`src/rtl/sector_lock_pkg.sv`:
```
package sector_lock_pkg;
  localparam int ADDR_W   = 21;
  localparam int SMALL_W  = 12;
  localparam int BIG_W    = 15;
  localparam int N_SMALL  = 1 << (BIG_W - SMALL_W);
  localparam int N_BIG    = (1 << (ADDR_W - BIG_W)) - 1;
  localparam int N_SECT   = N_SMALL + N_BIG;
  localparam int IDX_W    = $clog2(N_SECT + 1);

  typedef enum logic [7:0] {
    CODE_SOFT   = 8'h01,
    CODE_HARD   = 8'h2F,
    CODE_UNLOCK = 8'hD0
  } lock_code_e;
endpackage

```
`src/rtl/sector_addr_dec.sv`:
```
module sector_addr_dec
  import sector_lock_pkg::*;
#(
  parameter bit TOP_BOOT = 1'b0
) (
  input  logic [ADDR_W-1:0] addr,
  output logic [IDX_W-1:0]  sector
);
  localparam int HI_W = ADDR_W - BIG_W;
  localparam int LO_W = BIG_W - SMALL_W;

  logic [HI_W-1:0] hi_field;
  logic [LO_W-1:0] lo_field;

  assign hi_field = addr[ADDR_W-1:BIG_W];
  assign lo_field = addr[BIG_W-1:SMALL_W];

  generate
    if (TOP_BOOT) begin : g_top
      always_comb begin
        if (hi_field == {HI_W{1'b1}})
          sector = IDX_W'(N_BIG) + IDX_W'(lo_field);
        else
          sector = IDX_W'(hi_field);
      end
    end else begin : g_bottom
      always_comb begin
        if (hi_field == '0)
          sector = IDX_W'(lo_field);
        else
          sector = IDX_W'(N_SMALL - 1) + IDX_W'(hi_field);
      end
    end
  endgenerate
endmodule

```
`src/rtl/sector_lock_cell.sv`:
```
module sector_lock_cell (
  input  logic clk,
  input  logic rst_n,
  input  logic hit,
  input  logic do_soft,
  input  logic do_hard,
  input  logic do_unlock,
  input  logic wp,
  output logic soft_q,
  output logic hard_q
);
  always_ff @(posedge clk or negedge rst_n) begin
    if (!rst_n) begin
      soft_q <= 1'b1;
      hard_q <= 1'b0;
    end else if (hit) begin
      if (do_hard) begin
        hard_q <= 1'b1;
        soft_q <= 1'b1;
      end else if (do_soft) begin
        soft_q <= 1'b1;
      end else if (do_unlock && (!hard_q || wp)) begin
        soft_q <= 1'b0;
      end
    end
  end
endmodule

```
`src/rtl/sector_lock_mgr.sv`:
```
module sector_lock_mgr
  import sector_lock_pkg::*;
#(
  parameter bit TOP_BOOT = 1'b0
) (
  input  logic              clk,
  input  logic              rst_n,
  input  logic              cmd_valid,
  output logic              cmd_ready,
  input  logic [IDX_W-1:0]  cmd_sector,
  input  logic [7:0]        cmd_code,
  input  logic              wp,
  input  logic              pgm_en,
  input  logic [IDX_W-1:0]  qry_sector,
  output logic              qry_allow,
  output logic [1:0]        qry_status,
  input  logic [ADDR_W-1:0] dec_addr,
  output logic [IDX_W-1:0]  dec_sector
);
  logic              accept;
  logic              cmd_in_range;
  logic              op_soft;
  logic              op_hard;
  logic              op_unlock;
  logic [N_SECT-1:0] soft_vec;
  logic [N_SECT-1:0] hard_vec;
  logic              q_in_range;
  logic              q_soft;
  logic              q_hard;

  always_ff @(posedge clk or negedge rst_n) begin
    if (!rst_n) cmd_ready <= 1'b0;
    else        cmd_ready <= 1'b1;
  end

  assign accept       = cmd_valid && cmd_ready;
  assign cmd_in_range = cmd_sector < IDX_W'(N_SECT);
  assign op_soft      = accept && cmd_in_range && (cmd_code == CODE_SOFT);
  assign op_hard      = accept && cmd_in_range && (cmd_code == CODE_HARD);
  assign op_unlock    = accept && cmd_in_range && (cmd_code == CODE_UNLOCK);

  generate
    for (genvar s = 0; s < N_SECT; s++) begin : g_sect
      sector_lock_cell u_cell (
        .clk       (clk),
        .rst_n     (rst_n),
        .hit       (cmd_sector == IDX_W'(s)),
        .do_soft   (op_soft),
        .do_hard   (op_hard),
        .do_unlock (op_unlock),
        .wp        (wp),
        .soft_q    (soft_vec[s]),
        .hard_q    (hard_vec[s])
      );
    end
  endgenerate

  assign q_in_range = qry_sector < IDX_W'(N_SECT);

  always_comb begin
    q_soft = 1'b0;
    q_hard = 1'b0;
    for (int s = 0; s < N_SECT; s++) begin
      if (qry_sector == IDX_W'(s)) begin
        q_soft = soft_vec[s];
        q_hard = hard_vec[s];
      end
    end
  end

  assign qry_status = {q_hard, q_soft};
  assign qry_allow  = pgm_en && q_in_range && !q_soft && (!q_hard || wp);

  sector_addr_dec #(.TOP_BOOT(TOP_BOOT)) u_dec (
    .addr   (dec_addr),
    .sector (dec_sector)
  );
endmodule

```
`config.mk`:
```
export PLATFORM = sky130hd
export DESIGN_NAME = sector_lock_mgr
export DESIGN_NICKNAME = d
export VERILOG_FILES = /design/src/rtl/sector_lock_pkg.sv /design/src/rtl/sector_addr_dec.sv /design/src/rtl/sector_lock_cell.sv /design/src/rtl/sector_lock_mgr.sv
export SDC_FILE = /design/constraint.sdc
export NUM_CORES = 1
export LEC_CHECK = 0
export BUFFER_PORTS_ARGS = -buffer_cell sky130_fd_sc_hd__buf_2
export CAP_MARGIN = 30
export CORE_UTILIZATION = 50
export CTS_CLUSTER_SIZE = 30
export DETAILED_ROUTE_END_ITERATION = 10
export PLACE_DENSITY_LB_ADDON = 0.3
export SLEW_MARGIN = 20
export SYNTH_ARGS = -nofsm -noshare
export SYNTH_HDL_FRONTEND = slang
export SYNTH_SLANG_ARGS = --single-unit
```
`constraint.sdc`:
```
create_clock -name clk -period 2.4 [get_ports clk]
set_input_delay 0.12 -clock clk [delete_from_list [all_inputs] [get_ports clk]]
set_output_delay 0.12 -clock clk [all_outputs]
set_load 0.01 [all_outputs]
```
# == After elaboration in Yosys (flattened, before gate mapping) ==
# Cells that the tools add are included.
# op_classes
n_addsub,1
n_lt_le_gt_ge,2
n_eq_ne,143
n_mux,356
reduce_logical,440
# ops
op,count
$eq A7 B6 Y1 const B,64
$mux W1,355
$reduce_and A2 Y1,142
$eq A7 B5 Y1 const B,32
$reduce_bool A3 Y1,71
$eq A7 B4 Y1 const B,16
$eq A7 B7 Y1 const B,14
$logic_and A1 B1 Y1,79
$logic_not A1 Y1,73
$logic_or A1 B1 Y1,72
$eq A7 B3 Y1 const B,8
$eq A7 B2 Y1 const B,4
$eq A7 B1 Y1 const B,2
$logic_not A7 Y1,2
$lt A7 B7 Y1 const B,2
$eq A8 B1 Y1 const B,1
$eq A8 B6 Y1 const B,1
$eq A8 B8 Y1 const B,1
$add A3 B6 Y7 const A,1
$mux W7,1
$logic_not A6 Y1,1
# totals
reg_bits,143
inputBits,48
out_inout_bits,11
elab_cells,1085

# == Depth between registers and ports, before layout ==
# Gate-level depths: netlist of the first run.
# logic_depth
ltp_word,75
ltp_mapped,11
ltp_nobuf,7

# == By module ==
# From an unflattened synthesis of the first run, not the netlist that was laid out.
# hier_totals
cells_unflattened,999
hier_area_um2,8754.6
# modules_own_cells
mod,instances,cells_each,area_each_um2,seq_area_each_um2
sector_lock_cell,71,8,86.3,51.3
sector_lock_mgr,1,411,2462.4,25.0
sector_addr_dec,1,20,162.7,0.0

# == Worst setup path before layout of the first run ==
# Ideal clock, no wire load.
# synth_path
kind,reg2out
startpoint,reg g_sect[15].u_cell.soft_q
endpoint,out qry_allow
arrival_ns,1.999
required_time_ns,2.280
path_slack_ns,0.281
path_stages_with_launch,8
n_path_buf,0
cell_sequence,dfstp_2 > mux4_2 > nor3_2 > a21oi_1 > a2111o_1 > a221oi_2 > o211ai_2 > a211oi_2
# synth_via
elab_chain_cells,59
# synth_lines
element,line_no,rtl
"start, declared",sector_lock_cell.sv:9,"output logic soft_q,"
"start signal, assigned",sector_lock_cell.sv:14,soft_q <= 1'b1;
"start signal, assigned",sector_lock_cell.sv:19,soft_q <= 1'b1;
"start signal, assigned",sector_lock_cell.sv:21,soft_q <= 1'b1;
$mux W1 (56 in a row),sector_lock_mgr.sv:64,if (qry_sector == IDX_W'(s)) begin
named net q_soft,sector_lock_mgr.sv:28,logic q_soft;
$logic_not A1 Y1,sector_lock_mgr.sv:72,assign qry_allow = pgm_en && q_in_range && !q_soft && (!q_hard || wp);
$logic_and A1 B1 Y1 (2 in a row),sector_lock_mgr.sv:72,
"end, declared",sector_lock_mgr.sv:15,"output logic qry_allow,"
# The timed path passes the listed nets, and every way through them passes these cells.

# == Worst setup path after layout of the first run ==
# layout_path
startpoint,reg g_sect[15].u_cell.soft_q
endpoint,out qry_allow
# layout_via
elab_chain_cells,59
# layout_lines
element,line_no
$mux W1 (56 in a row),sector_lock_mgr.sv:64
$logic_not A1 Y1,sector_lock_mgr.sv:72
$logic_and A1 B1 Y1 (2 in a row),sector_lock_mgr.sv:72
# Every way passes these cells.

==> impl.org, run 1 <==
** Route
- In the routed design, unresolved DRC markers number 0.
- Vias after detailed routing :: 8,129
- The detail route stage leaves a number of antenna-violating nets equal to 0.
- The first detailed-routing pass ran for 7 iterations.
- Drt first-iter violations :: 820
- After detailed routing, the average wire length per cell comes to 22.7 µm.
- After detailed routing, the total wire length is 28.8 mm.
- Average via count per standard cell :: 6.41

** Floorplanning
- The floorplan step defined a die boundary enclosing 17,500 µm².
- Core Footprint :: 16,600 µm²
- Effective utilization at floorplan :: 0.510
- The floorplan has 47 rows.
- Count of boundary I/O pins :: 59
- The floorplan step set the die height to 132 µm.
- Measured along the x axis, the die boundary spans 132 µm.

** Global routing
- In the global route stage, met2 resource usage came out at 0.514.
- Met1 routing resource usage after global routing :: 0.473
- Global-route congestion overflow total :: 0
- Pin count of the biggest net entering global routing :: 72
- Across every metal layer, demand over resource in global routing totals 0.342.
- Busiest grt layer :: met2
- Via count of the first global-routing pass :: 7,891
- The first global-routing pass estimated 45.4 mm of wire.
- In the global route stage, met3 resource usage came out at 0.0730.
- The initial antenna violation count was 0.

** Finish
- Fin area :: 10,300 µm²
- The repair_antennas step left the layout with diodes totalling 0.
- At the end of the flow the core is filled with cells to 0.620.
- Of the cells placed in the final design, the portion with a size suffix greater than 1 is 0.285.
- Compared with the post-synthesis result, the final layout area differs by 21.5%.
- Fill cell instance count of the final layout :: 1,411
- NumNets Final :: 1,084

** STA
- Setup repair after global routing could not meet its margin everywhere.
- Setup violations remaining at the end of the flow were counted as 3.
- Max-Slew Margin vs Limit :: 0.489
- Final hold viol count :: 0
- Post-layout worst setup margin :: -0.343 ns
- Subtracting the final worst setup slack from the clock period gives 2.74 ns.
- For the final database, setup skew stands at 0.00769 ns.
- Final period util :: 1.14
- At the pin with the least slew margin, the transition time is 0.764 ns.
- F_max :: 365 MHz
- Number of pins with negative max-slew slack in the final report :: 0

** Logic synthesis
- Register bit count reported by yosys :: 143
- After synthesis the cells add up to 8460 µm².
- Proportion of synthesized flip-flops having asynchronous set or reset :: 1.00
- Of the post-synthesis cell area, the dominant cell type holds 0.220.
- During synthesis, Yosys emitted a total of 0 warnings.
- Average instance area after synthesis :: 9.05 µm²
- In this run, distinct cell masters in the synthesized netlist total 74.
- Largest area contributor in the synthesized netlist :: sky130_fd_sc_hd__dfstp_2
- Area contributors post-synth :: sky130_fd_sc_hd__dfstp_2 22%, sky130_fd_sc_hd__dfrtp_1 21%, sky130_fd_sc_hd__o31ai_1 6.4%
- When the netlist entered floorplanning its net count stood at 984.
- Post-synthesis cell count :: 935
- Among all flip-flop cells after synthesis, the most frequent one is sky130_fd_sc_hd__dfrtp_1.
- By count the netlist is led by 101 x sky130_fd_sc_hd__nand2_1, 101 x sky130_fd_sc_hd__o21ai_0, 78 x sky130_fd_sc_hd__nor2b_1.
- Post-synthesis sequential area ratio :: 0.433
- The synthesized design contains 0 enable-type register cells.

** Power and ir drop
- Across the VDD grid, the largest voltage drop is 0.000612 V.
- PwrDens :: 559 nW/µm²
- Summed over all cells, the static leakage comes to 4.00 nW.

** Setup path
- STA puts the critical path data required time at 2.28 ns.
- Along the worst path, the maximum fanout reaches 3.
- For the worst flop-to-flop path, the logic depth is 5.
- Setup crit start kind :: flip-flop
- Cell family with the largest share of critical-path delay :: compound AO/OA/AOI/OAI gates
- The setup check on the worst reg-to-reg path leaves a slack of 0.79 ns.
- At the worst endpoint, the arrival time is 2.62 ns.
- Cell-by-cell listing of the critical path :: mux4_2 > nor3_2 > a21oi_1 > a2111o_1 > a221oi_2 > o211ai_2 > a211oi_2 > buf_2
- Critical Path End Type :: output pin
- The worst register-to-register path begins at cmd_ready$_DFF_PN0_.
- Crit Path Category :: reg2out
- Delay of the slowest critical-path stage :: 0.48 ns
- Among all stages on the critical path, the largest delay is contributed by sky130_fd_sc_hd__mux4_2.
- The number of buffers and inverters on the critical path is 1.
- Destination of the worst register-to-register timing path :: g_sect[19].u_cell.soft_q$_DFFE_PN1P_

** Clock tree
- TritonCTS built the clock tree.
- Cts bufs inserted :: 17
- Clock Path Buffers :: 2
- Clock latency of the later-clocked register in the worst-skew pair :: 0.43 ns
- H-Tree Depth :: 4
- The clock net in this run drives a total of 143 sinks.
- Clock-pin slew on the worst setup and hold paths :: 0.06 ns
- The root buffer cell chosen for the clock tree is sky130_fd_sc_hd__clkbuf_16.

** Outcome
- The run finished, with violations left.
- Violations in the final reports :: negative setup slack

** Placement
- PortBufs :: 46
- The congestion estimate from routability-driven global placement came to 0.975.
- After legalization and detailed placement, the total HPWL measured 20.3 mm.
- Once placement finished, the instance area stood at 9570 µm².

** Job
- Max-cap violations :: 0

** Worst hold path
- The worst hold path terminates at g_sect[12].u_cell.soft_q$_DFFE_PN1P_.
- Along the worst hold path, the cell count comes to 4.
- The worst hold path begins at cmd_sector[0].
- Path class of the lowest-slack min-delay path :: in2reg
==> worst max-delay path by stage <==
stage	end	from	slack (ns)	cells after the start
2_1_floorplan	qry_allow	g_sect[15].u_cell.soft_q$_DFFE_PN1P_	0.28	7
3_3_place_gp	qry_allow	qry_sector[2]	-0.12	10
3_5_place_dp	qry_allow	qry_sector[2]	-0.13	10
4_1_cts	qry_allow	g_sect[12].u_cell.soft_q$_DFFE_PN1P_	-0.33	8
5_1_grt	qry_allow	g_sect[15].u_cell.soft_q$_DFFE_PN1P_	-0.47	8
6_report	qry_allow	g_sect[15].u_cell.soft_q$_DFFE_PN1P_	-0.34	8
==> power breakdown <==
part	total (mW)	internal, mW	switching, mW
Combinational	0.647	0.244	0.403
Clock	2.68	1.59	1.09
Sequential	2.42	2.42	0.00143
Total	5.74	4.25	1.49
==> kinds of logic (layout without fill, tap and decap cells) <==
logic type | after synthesis | after routing | synth area share
AOI/OAI and AO/OA | 366 | 366 | 0.294
xor gates and xnor gates | 3 | 3 | 0.00311
adders and majority gates | 1 | 1 | 0.00148
buffers and inverters | 89 | 202 | 0.0470
DFF | 143 | 143 | 0.433
muxes | 15 | 15 | 0.0198
other | 1 | 1 | 0.000443
and+or+nand+nor | 317 | 317 | 0.201
==> layout make-up <==
type / count / area (µm²) / share of cell area
inverters: 14 / 52.6 / 0.00511
clock buffers: 20 / 457 / 0.0444
flip-flops and latches: 143 / 3670 / 0.357
clock inverters: 12 / 134 / 0.0130
well taps: 220 / 275 / 0.0268
repair buffers: 156 / 1180 / 0.114
multi-input cells: 703 / 4520 / 0.440
==> state kept, by name, summed over array words and instances (netlist names) <==
| register | flops |
|---|---|
| cmd_ready | 1 |
| g_sect.u_cell.soft_q | 71 |
| g_sect.u_cell.hard_q | 71 |
==> through the flow <==
step | instances | hold slack [ns] | setup slack (ns) | total power [mW] | TNS, ns
after floorplan | 935 | -0.176 | 0.281 | 2.75 | 0
after global placement | 1233 | 0.158 | -0.118 | 3.07 | -0.158
after detailed placement | 1233 | 0.162 | -0.132 | 3.07 | -0.170
after CTS | 1266 | 0.113 | -0.329 | 5.75 | -0.763
after global routing | 1268 | 0.168 | -0.465 | 5.90 | -1.09
final | 1268 | 0.119 | -0.343 | 5.74 | -0.756
==> metal layers <==
| metal | up-vias | wire (µm) |
|---|---|---|
| met5 | - | 0 |
| met4 | 0 | 1070 |
| met3 | 73 | 2830 |
| met2 | 470 | 12900 |
| met1 | 3943 | 12000 |
| li1 | 3643 | - |
==> timing repair <==
action / CTS / global route
gates cloned: 0 / 0
setup buffers: 0 / 2
gates resized for setup: 11 / 12
endpoints found under the setup margin: 3 / 3
pin swaps: 12 / 13
hold buffers: 1 / 0
hold endpoints to repair: 33 / 0
==> tightest hold or removal path, delay by kind of cell <==
family                 cells  cell delay (ns)
buffers and inverters      1             0.15
AO/OA/AOI/OAI              1             0.08
AND/OR/NAND/NOR            2             0.18
==> cell usage in the layout, fill, tap and decap left out, types with 5 or more instances in the layout <==
master and n:
sky130_fd_sc_hd__nand2_1 100, sky130_fd_sc_hd__buf_4 101, sky130_fd_sc_hd__a21oi_1 28, sky130_fd_sc_hd__nand2b_1 17, sky130_fd_sc_hd__nand3_1 10, sky130_fd_sc_hd__nor3b_1 6
sky130_fd_sc_hd__o22ai_1 6, sky130_fd_sc_hd__nor3_1 14, sky130_fd_sc_hd__dfrtp_1 72, sky130_fd_sc_hd__nor4_1 7, sky130_fd_sc_hd__buf_12 8, sky130_fd_sc_hd__clkbuf_16 17
sky130_fd_sc_hd__nand3b_1 9, sky130_fd_sc_hd__a211oi_1 5, sky130_fd_sc_hd__nor2b_1 78, sky130_fd_sc_hd__and3b_1 5, sky130_fd_sc_hd__inv_1 14, sky130_fd_sc_hd__and3_1 5
sky130_fd_sc_hd__buf_2 43, sky130_fd_sc_hd__o31ai_1 72, sky130_fd_sc_hd__or3b_2 6, sky130_fd_sc_hd__a32oi_1 5, sky130_fd_sc_hd__dfstp_2 71, sky130_fd_sc_hd__a31oi_1 10
sky130_fd_sc_hd__o21ai_0 101, sky130_fd_sc_hd__a22oi_1 6, sky130_fd_sc_hd__o211ai_1 6, sky130_fd_sc_hd__mux2i_1 9, sky130_fd_sc_hd__o21bai_1 67, sky130_fd_sc_hd__nor2_1 34
Note: power is estimated with default switching activity, not from simulation.
==> inputs of run 2 (changes only) <==
==> constraint.sdc (replaced) <==
create_clock -name clk -period 3.5 [get_ports clk]
set_input_delay 0.175 -clock clk [delete_from_list [all_inputs] [get_ports clk]]
set_output_delay 0.175 -clock clk [all_outputs]
set_load 0.01 [all_outputs]
==> run 2 against run 1 <==
Compared with the run above:
- routed wire length is 6.0% lower
- clock-buffer cell count up 1
- the run now ends clean
- sequential power decreased by 31%
- clock power is 28% lower
- die area unchanged
- first-iteration DRC count up 31%
- setup slack improved by 0.74 ns
- power shrank 31%
- cell count is 5.4% lower
- final area fell by 6.2%
- sequential cell count unchanged
- worst hold slack better by 0.13 ns
==> impl.org, run 2 (same netlist as run 1, synthesis figures left out) <==
** Global routing
- The first global-routing pass estimated 42.5 mm of wire.
- Entering global routing, the biggest net connects 90 pins.
- The via count of the first global-routing pass came to 7,385.
- Combined global-route utilization of all metal layers :: 0.320
- The initial antenna violation count is 0.
- Global routing finished with a remaining overflow of 0.

** Power and ir drop
- The share of total power dissipated in combinational logic is 0.095.
- The share of total power dissipated in the clock network is 0.487.
- Switching share of power :: 0.244
- PwrDens :: 412 nW/µm²
- VDD IR max :: 0.000348 V
- The internal power of the cells totals 3.01 mW.
- Leakage component of the power :: 3.63 nW
- The share of total power dissipated in sequential elements is 0.418.
- Total net switching power :: 0.969 mW

** Finish
- Fill cell instance count of the final layout :: 1,489
- NumNets Final :: 1,016
- Area grow syn2layout :: 13.9%
- Summing all flip-flop and latch instances after layout gives 3670 µm².
- Commonest cells after routing, fill and taps aside :: 101 x sky130_fd_sc_hd__o21ai_0, 100 x sky130_fd_sc_hd__nand2_1, 78 x sky130_fd_sc_hd__nor2b_1
- Most common cell after layout, fill and taps aside :: sky130_fd_sc_hd__o21ai_0
- Number of non-filler instances in the completed layout :: 1,199
- Registers with the highest flip-flop counts :: g_sect.u_cell.hard_q (71), g_sect.u_cell.soft_q (71), cmd_ready (1)
- Once layout is complete, the utilization of the core stands at 0.581.
- The repair_antennas step left the layout with diodes totalling 0.
- Share of post-route cells with drive strength above 1 :: 0.217
- Summing all multi-input logic gate instances after layout gives 4430 µm².

** Placement
- Worst-case setup slack after placement :: 0.529 ns
- Placed cell count :: 1,167
- Once detailed placement completed, the half-perimeter wirelength came to 18.2 mm.
- The count of buffers added on input and output ports is 46.
- At the end of routability-driven placement, the weighted congestion stood at 0.961.

** STA
- The number of endpoints with negative hold slack in the final report came to 0.
- The worst pin sits at a relative slew slack of 0.276.
- In the finished design, the share of the clock period the worst path needs comes to 0.886.
- Final Setup Violations :: 0
- Setup repair after global routing left no endpoint under its margin.
- Minimum hold slack :: 0.251 ns
- For the pin with the worst max-slew slack, the measured transition is 1.08 ns.
- The number of pins exceeding their max-slew limit in the final report is 0.
- Setup total negative slack :: 0 ns
- Between clock sinks in the finished design, the worst skew comes to 0.00939 ns.
- F_max :: 323 MHz
- Tmin final :: 3.10 ns
- Post-layout worst setup margin :: 0.400 ns

** Clock tree
- CTS built an H-tree with a depth of 4.
- TritonCTS created 17 clock buffers.
- Setup fix buffers added after clock tree synthesis :: 0
- Post-cts sizing count :: 0
- Clock Path Buffers :: 2
- Clock-pin slew on the worst setup and hold paths :: 0.06 ns
- The number of hold buffers added after CTS was 1.
- For the worst-skew pair, the clock arrives at the later sink with an insertion delay of 0.43 ns.
- TritonCTS built the clock tree.
- Master cell of the clock root buffer :: sky130_fd_sc_hd__clkbuf_16
- Counting every sink on the clock net gives 143.

** Floorplanning
- The die is 132 µm tall.
- Width of the chip :: 132 µm
- Cell Rows :: 47
- Area of the die :: 17,500 µm²
- The core region is 16,600 µm².
- Count of boundary I/O pins :: 59
- The initial utilization of the core area, before any placement, comes to 0.510.

** Outcome
- Status :: finished clean

** Job
- Max-cap violations in this run came to 0.

** Route
- Vias after detailed routing :: 7,825
- Wires add up to 27.0 mm.
- The first TritonRoute pass finished after 8 iterations.
- DRC violation count after routing :: 0
- Drt first-iter violations :: 1,072
- Mean routed wirelength per cell :: 22.6 µm
- Number of nets still failing antenna checks after routing :: 0
- Average via count per standard cell :: 6.53

** Worst hold path
- The path class of the tightest hold or removal check is in2reg.

** Setup path
- Cells on worst reg2reg path :: 5
- The worst setup path is captured at an output pin.
- Setup crit start kind :: input port
- Along the worst path, the maximum fanout reaches 31.
- Destination of the worst register-to-register timing path :: g_sect[32].u_cell.hard_q$_DFFE_PN0P_
- In this run the critical register-to-register path is launched from cmd_ready$_DFF_PN0_.
- Arrival time at the worst endpoint :: 2.93 ns
- Crit path capture :: qry_allow
- Crit Path Category :: in2out
- Register-to-Register Setup Slack :: 1.59 ns
- Critical path origin :: qry_sector[0]
- Required time at the worst-slack endpoint :: 3.32 ns
## run 2: worst min-delay path by stage
stage | start | to | slack, ns | cells past startpoint
2_1_floorplan | rst_n | cmd_ready$_DFF_PN0_ | -0.12 | 0
3_3_place_gp | rst_n | g_sect[68].u_cell.hard_q$_DFFE_PN0P_ | 0.30 | 1
3_5_place_dp | rst_n | g_sect[66].u_cell.hard_q$_DFFE_PN0P_ | 0.30 | 1
4_1_cts | cmd_sector[2] | g_sect[1].u_cell.soft_q$_DFFE_PN1P_ | 0.23 | 4
5_1_grt | cmd_sector[2] | g_sect[3].u_cell.soft_q$_DFFE_PN1P_ | 0.26 | 4
6_report | cmd_sector[2] | g_sect[1].u_cell.soft_q$_DFFE_PN1P_ | 0.25 | 4
## run 2: area by class of cell
type / instances / area share
inverter: 14 / 0.00545
clock inverter: 10 / 0.0169
multi-input combinational: 703 / 0.460
timing repair buffer: 88 / 0.0614
sequential: 143 / 0.380
clock buffer: 21 / 0.0478
tap: 220 / 0.0285
## run 2: per-stage QoR
step           area [µm²]  total power [mW]
6_report             9640              3.97
5_1_grt              9640              4.09
4_1_cts              9640              3.99
3_5_place_dp         9010              2.05
3_3_place_gp         9010              2.05
2_1_floorplan        8460              1.89
## run 2: power groups by stage
stage	Sequential, mW	Combinational, mW	Clock (mW)
after floorplan	1.69	0.198	0
after global placement	1.69	0.365	0
after detailed placement	1.69	0.367	0
after CTS	1.66	0.369	1.96
after global routing	1.66	0.401	2.03
final	1.66	0.377	1.94
## run 2: routing by layer
| layer | vias up | global-route usage | part of all wire | wire (µm) |
|---|---|---|---|---|
| li1 | 3519 | - | - | - |
| met1 | 3864 | 0.454 | 0.44 | 11900 |
| met2 | 382 | 0.482 | 0.46 | 12400 |
| met3 | 60 | 0.0673 | 0.074 | 1990 |
| met4 | 0 | 0.116 | 0.029 | 793 |
| met5 | - | 0 | 0 | 0 |
## run 2: critical path, stage by stage
cell,delay (ns)
sky130_fd_sc_hd__buf_2,0.50
sky130_fd_sc_hd__nor2_1,0.31
sky130_fd_sc_hd__a31o_2,0.32
sky130_fd_sc_hd__a222oi_1,0.41
sky130_fd_sc_hd__o221ai_1,0.22
sky130_fd_sc_hd__a221oi_2,0.40
sky130_fd_sc_hd__o211ai_2,0.17
sky130_fd_sc_hd__a211oi_2,0.23
sky130_fd_sc_hd__buf_2,0.16
==> inputs of run 3 (changes only) <==
--- a/config.mk
+++ b/config.mk
@@ -11,6 +11,7 @@
 export CTS_CLUSTER_SIZE = 30
 export DETAILED_ROUTE_END_ITERATION = 10
 export PLACE_DENSITY_LB_ADDON = 0.3
+export REMOVE_ABC_BUFFERS = 1
 export SLEW_MARGIN = 20
 export SYNTH_ARGS = -nofsm -noshare
 export SYNTH_HDL_FRONTEND = slang
==> run 3 against run 2 <==
Compared with the run above:
- via count grew 0.61%
- power shrank 4.4%
- sequential share of layout area grew 0.36 points
- clock-buffer cell count shrank 2
- clock skew shrank 0.0011 ns
- die area is the same
- setup slack gained 0.00053 ns
- cell count shrank 0.25%
- routed wire length grew 0.88%
- sequential cell count is the same
- non-clock buffer count shrank 5
- first-iteration DRC count shrank 21%
- largest cell class unchanged
- highest routed layer is now met5
==> impl.org, run 3 (same netlist as run 1, synthesis figures left out) <==
** Clock tree
- The clock reaches the later pin of the worst-skew pair after 0.44 ns.
- Clock-pin slew was measured on the worst setup and hold paths at 0.07 ns.
- Clock tree from TritonCTS :: yes
- Cts bufs inserted :: 17
- Number of sinks driven by the clock tree :: 143
- Clock Path Buffers :: 2
- The root buffer cell chosen for the clock tree is sky130_fd_sc_hd__clkbuf_16.
- Setup fix buffers added after clock tree synthesis :: 0
- The H-tree generated during clock tree synthesis spans 4 levels.

** STA
- The number of endpoints with negative hold slack in the final report was 0.
- Final Setup Violations :: 0
- On the final layout, the worst clock skew is 0.00833 ns.
- F_max :: 323 MHz
- The routed design could run at a clock period as short as 3.10 ns.
- At the pin with the least slew margin, the transition time is 1.03 ns.
- Setup repair after global routing left no endpoint under its margin.
- The number of pins exceeding their max-slew limit in the final report was 0.
- In this run the tightest slew margin relative to its limit is 0.308.
- Final period util :: 0.886
- Setup total negative slack on the finished layout was measured at 0 ns.

** Finish
- For this run, the post-layout net count is 1,011.
- Area grow syn2layout :: 12.8%
- Registers with the highest flip-flop counts :: g_sect.u_cell.hard_q (71), g_sect.u_cell.soft_q (71), cmd_ready (1)
- The layout has 1,490 filler cells.
- Final design utilization :: 0.576
- Of the cells placed in the final design, the portion with a size suffix greater than 1 is 0.215.
- Most common cell after layout, fill and taps aside :: sky130_fd_sc_hd__o21ai_0
- Commonest cells after routing, fill and taps aside :: 101 x sky130_fd_sc_hd__o21ai_0, 100 x sky130_fd_sc_hd__nand2_1, 78 x sky130_fd_sc_hd__nor2b_1
- Fin area :: 9550 µm²

** Global routing
- Global-route congestion overflow total :: 0
- Entering global routing, the biggest net connects 92 pins.
- Via count of the first global-routing pass :: 7,482
- Antenna violations before repair :: 2
- Across every metal layer, demand over resource in global routing totals 0.322.
- Wire length of the first global-routing pass :: 42.8 mm

** Setup path
- Cell family with the largest share of critical-path delay :: compound AO/OA/AOI/OAI gates
- In this design, the stage delay of the slowest critical-path cell is 0.80 ns.
- Worst-path cell with the longest stage delay :: sky130_fd_sc_hd__a2111oi_0
- Crit Path Category :: reg2out
- Arrival time at the worst endpoint :: 2.92 ns
- At the worst endpoint, the required time is 3.32 ns.
- The worst setup path is captured at an output pin.
- CP Max Fanout :: 2
- Setup crit start kind :: flip-flop
- Worst path buffer plus inverter count :: 1
- Cell-by-cell listing of the critical path :: mux2i_1 > a2111oi_0 > a311o_1 > o21ai_0 > nand3b_1 > o211ai_2 > a211oi_2 > buf_2

** Route
- Mean routed wirelength per cell :: 22.8 µm
- The first detailed-routing pass took 6 iterations.
- The routed layout has 7,873 vias.
- Drt first-iter violations :: 846
- Post-detailed-routing wire length :: 27.3 mm
- In this run the remaining antenna-violating nets after routing total 0.
- After detailed routing, the number of remaining DRC violations is 0.
- In the routed layout, each cell is associated on average with a via count of 6.58.

** Placement
- Area post-placement :: 8980 µm²
- PortBufs :: 46
- Estimated wirelength of the detail-placed design :: 18.3 mm
- At the end of routability-driven placement, the weighted congestion stood at 0.974.

** Floorplanning
- Area of the die :: 17,500 µm²
- Core Footprint :: 16,600 µm²
- Count of boundary I/O pins :: 59
- Width of the chip :: 132 µm
- Vertical die dimension :: 132 µm
- In this run the core area contains 47 standard-cell rows.
- Effective utilization at floorplan :: 0.510

** Power and ir drop
- In this run the static leakage power is 3.56 nW.
- In this run the power density over the cells is 398 nW/µm².
- VDD IR max :: 0.000423 V

** Worst hold path
- Path class of the lowest-slack min-delay path :: in2reg

** Job
- Max-cap violations :: 0

** Outcome
- The flow ran to the end, and the final reports show no timing, DRC or antenna violations.
## run 3: changes by cell type in the layout (fill, tap and decap cells not counted)
cell and delta:
sky130_fd_sc_hd__buf_4 -5, sky130_fd_sc_hd__bufinv_16 -3, sky130_fd_sc_hd__clkbuf_1 -1, sky130_fd_sc_hd__clkbuf_8 -1, sky130_fd_sc_hd__clkinv_2 +1, sky130_fd_sc_hd__clkinv_4 +2
sky130_fd_sc_hd__clkinvlp_4 +3, sky130_fd_sc_hd__diode_2 +1, sky130_fd_sc_hd__nor4_1 -1, sky130_fd_sc_hd__nor4_2 +1
## run 3: metrics by stage
stage	std cells	setup slack (ns)	power [mW]	hold slack, ns
after floorplan	860	0.747	1.82	-0.121
after global placement	1162	0.535	2.05	0.316
after detailed placement	1162	0.540	2.05	0.309
after CTS	1195	0.489	3.80	0.182
after global routing	1195	0.331	3.89	0.227
final	1196	0.400	3.80	0.188
## run 3: worst register-to-register path: cells and delay by family (launching register included)
family | cells | cell delay [ns]
buffers and inverters | 1 | 0.67
and+or+nand+nor | 3 | 0.46
DFF | 1 | 0.38
AOI/OAI and AO/OA | 1 | 0.27
## run 3: final timing paths
path                                                 startpoint                              endpoint  slack [ns]  cells after the start
min reg2reg                 g_sect[6].u_cell.hard_q$_DFFE_PN0P_   g_sect[6].u_cell.hard_q$_DFFE_PN0P_        0.48                      2
min                                               cmd_sector[2]   g_sect[2].u_cell.soft_q$_DFFE_PN1P_        0.19                      4
min in group asynchronous                                 rst_n  g_sect[11].u_cell.hard_q$_DFFE_PN0P_        0.38                      2
max                        g_sect[37].u_cell.soft_q$_DFFE_PN1P_                             qry_allow        0.40                      8
max reg2reg                                 cmd_ready$_DFF_PN0_  g_sect[14].u_cell.hard_q$_DFFE_PN0P_        1.56                      5
max in group asynchronous                                 rst_n  g_sect[32].u_cell.soft_q$_DFFE_PN1P_        2.18                      3
## run 3: repair_timing
item                                   4_1_cts  5_1_grt
endpoints found under the hold margin       45        0
hold buffers                                 1        0
gates resized for setup                      0        0
## run 3: final cells by class
cell class / instances / area, µm² / share of cell area
clock buffer: 19 / 443 / 0.0464
antenna: 1 / 2.50 / 0.000262
multi-input combinational: 703 / 4440 / 0.465
tap: 220 / 275 / 0.0288
sequential: 143 / 3670 / 0.384
clock inverter: 13 / 118 / 0.0123
inverter: 14 / 52.6 / 0.00550
timing repair buffer: 83 / 554 / 0.0580
## run 3: per-layer routing
layer / global-route usage / vias up / share of wire
li1: - / 3514 / -
met5: 0 / - / 0.00051
met2: 0.455 / 414 / 0.43
met4: 0.134 / 2 / 0.034
met1: 0.472 / 3866 / 0.44
met3: 0.0738 / 77 / 0.097
## run 3: where the power goes
group / internal [mW] / switching, mW / total [mW] / leakage, nW
Sequential: 1.66 / 0.000969 / 1.66 / 1.71
Combinational: 0.116 / 0.256 / 0.372 / 1.59
Clock: 0.996 / 0.771 / 1.77 / 0.261
Total: 2.77 / 1.03 / 3.80 / 3.56
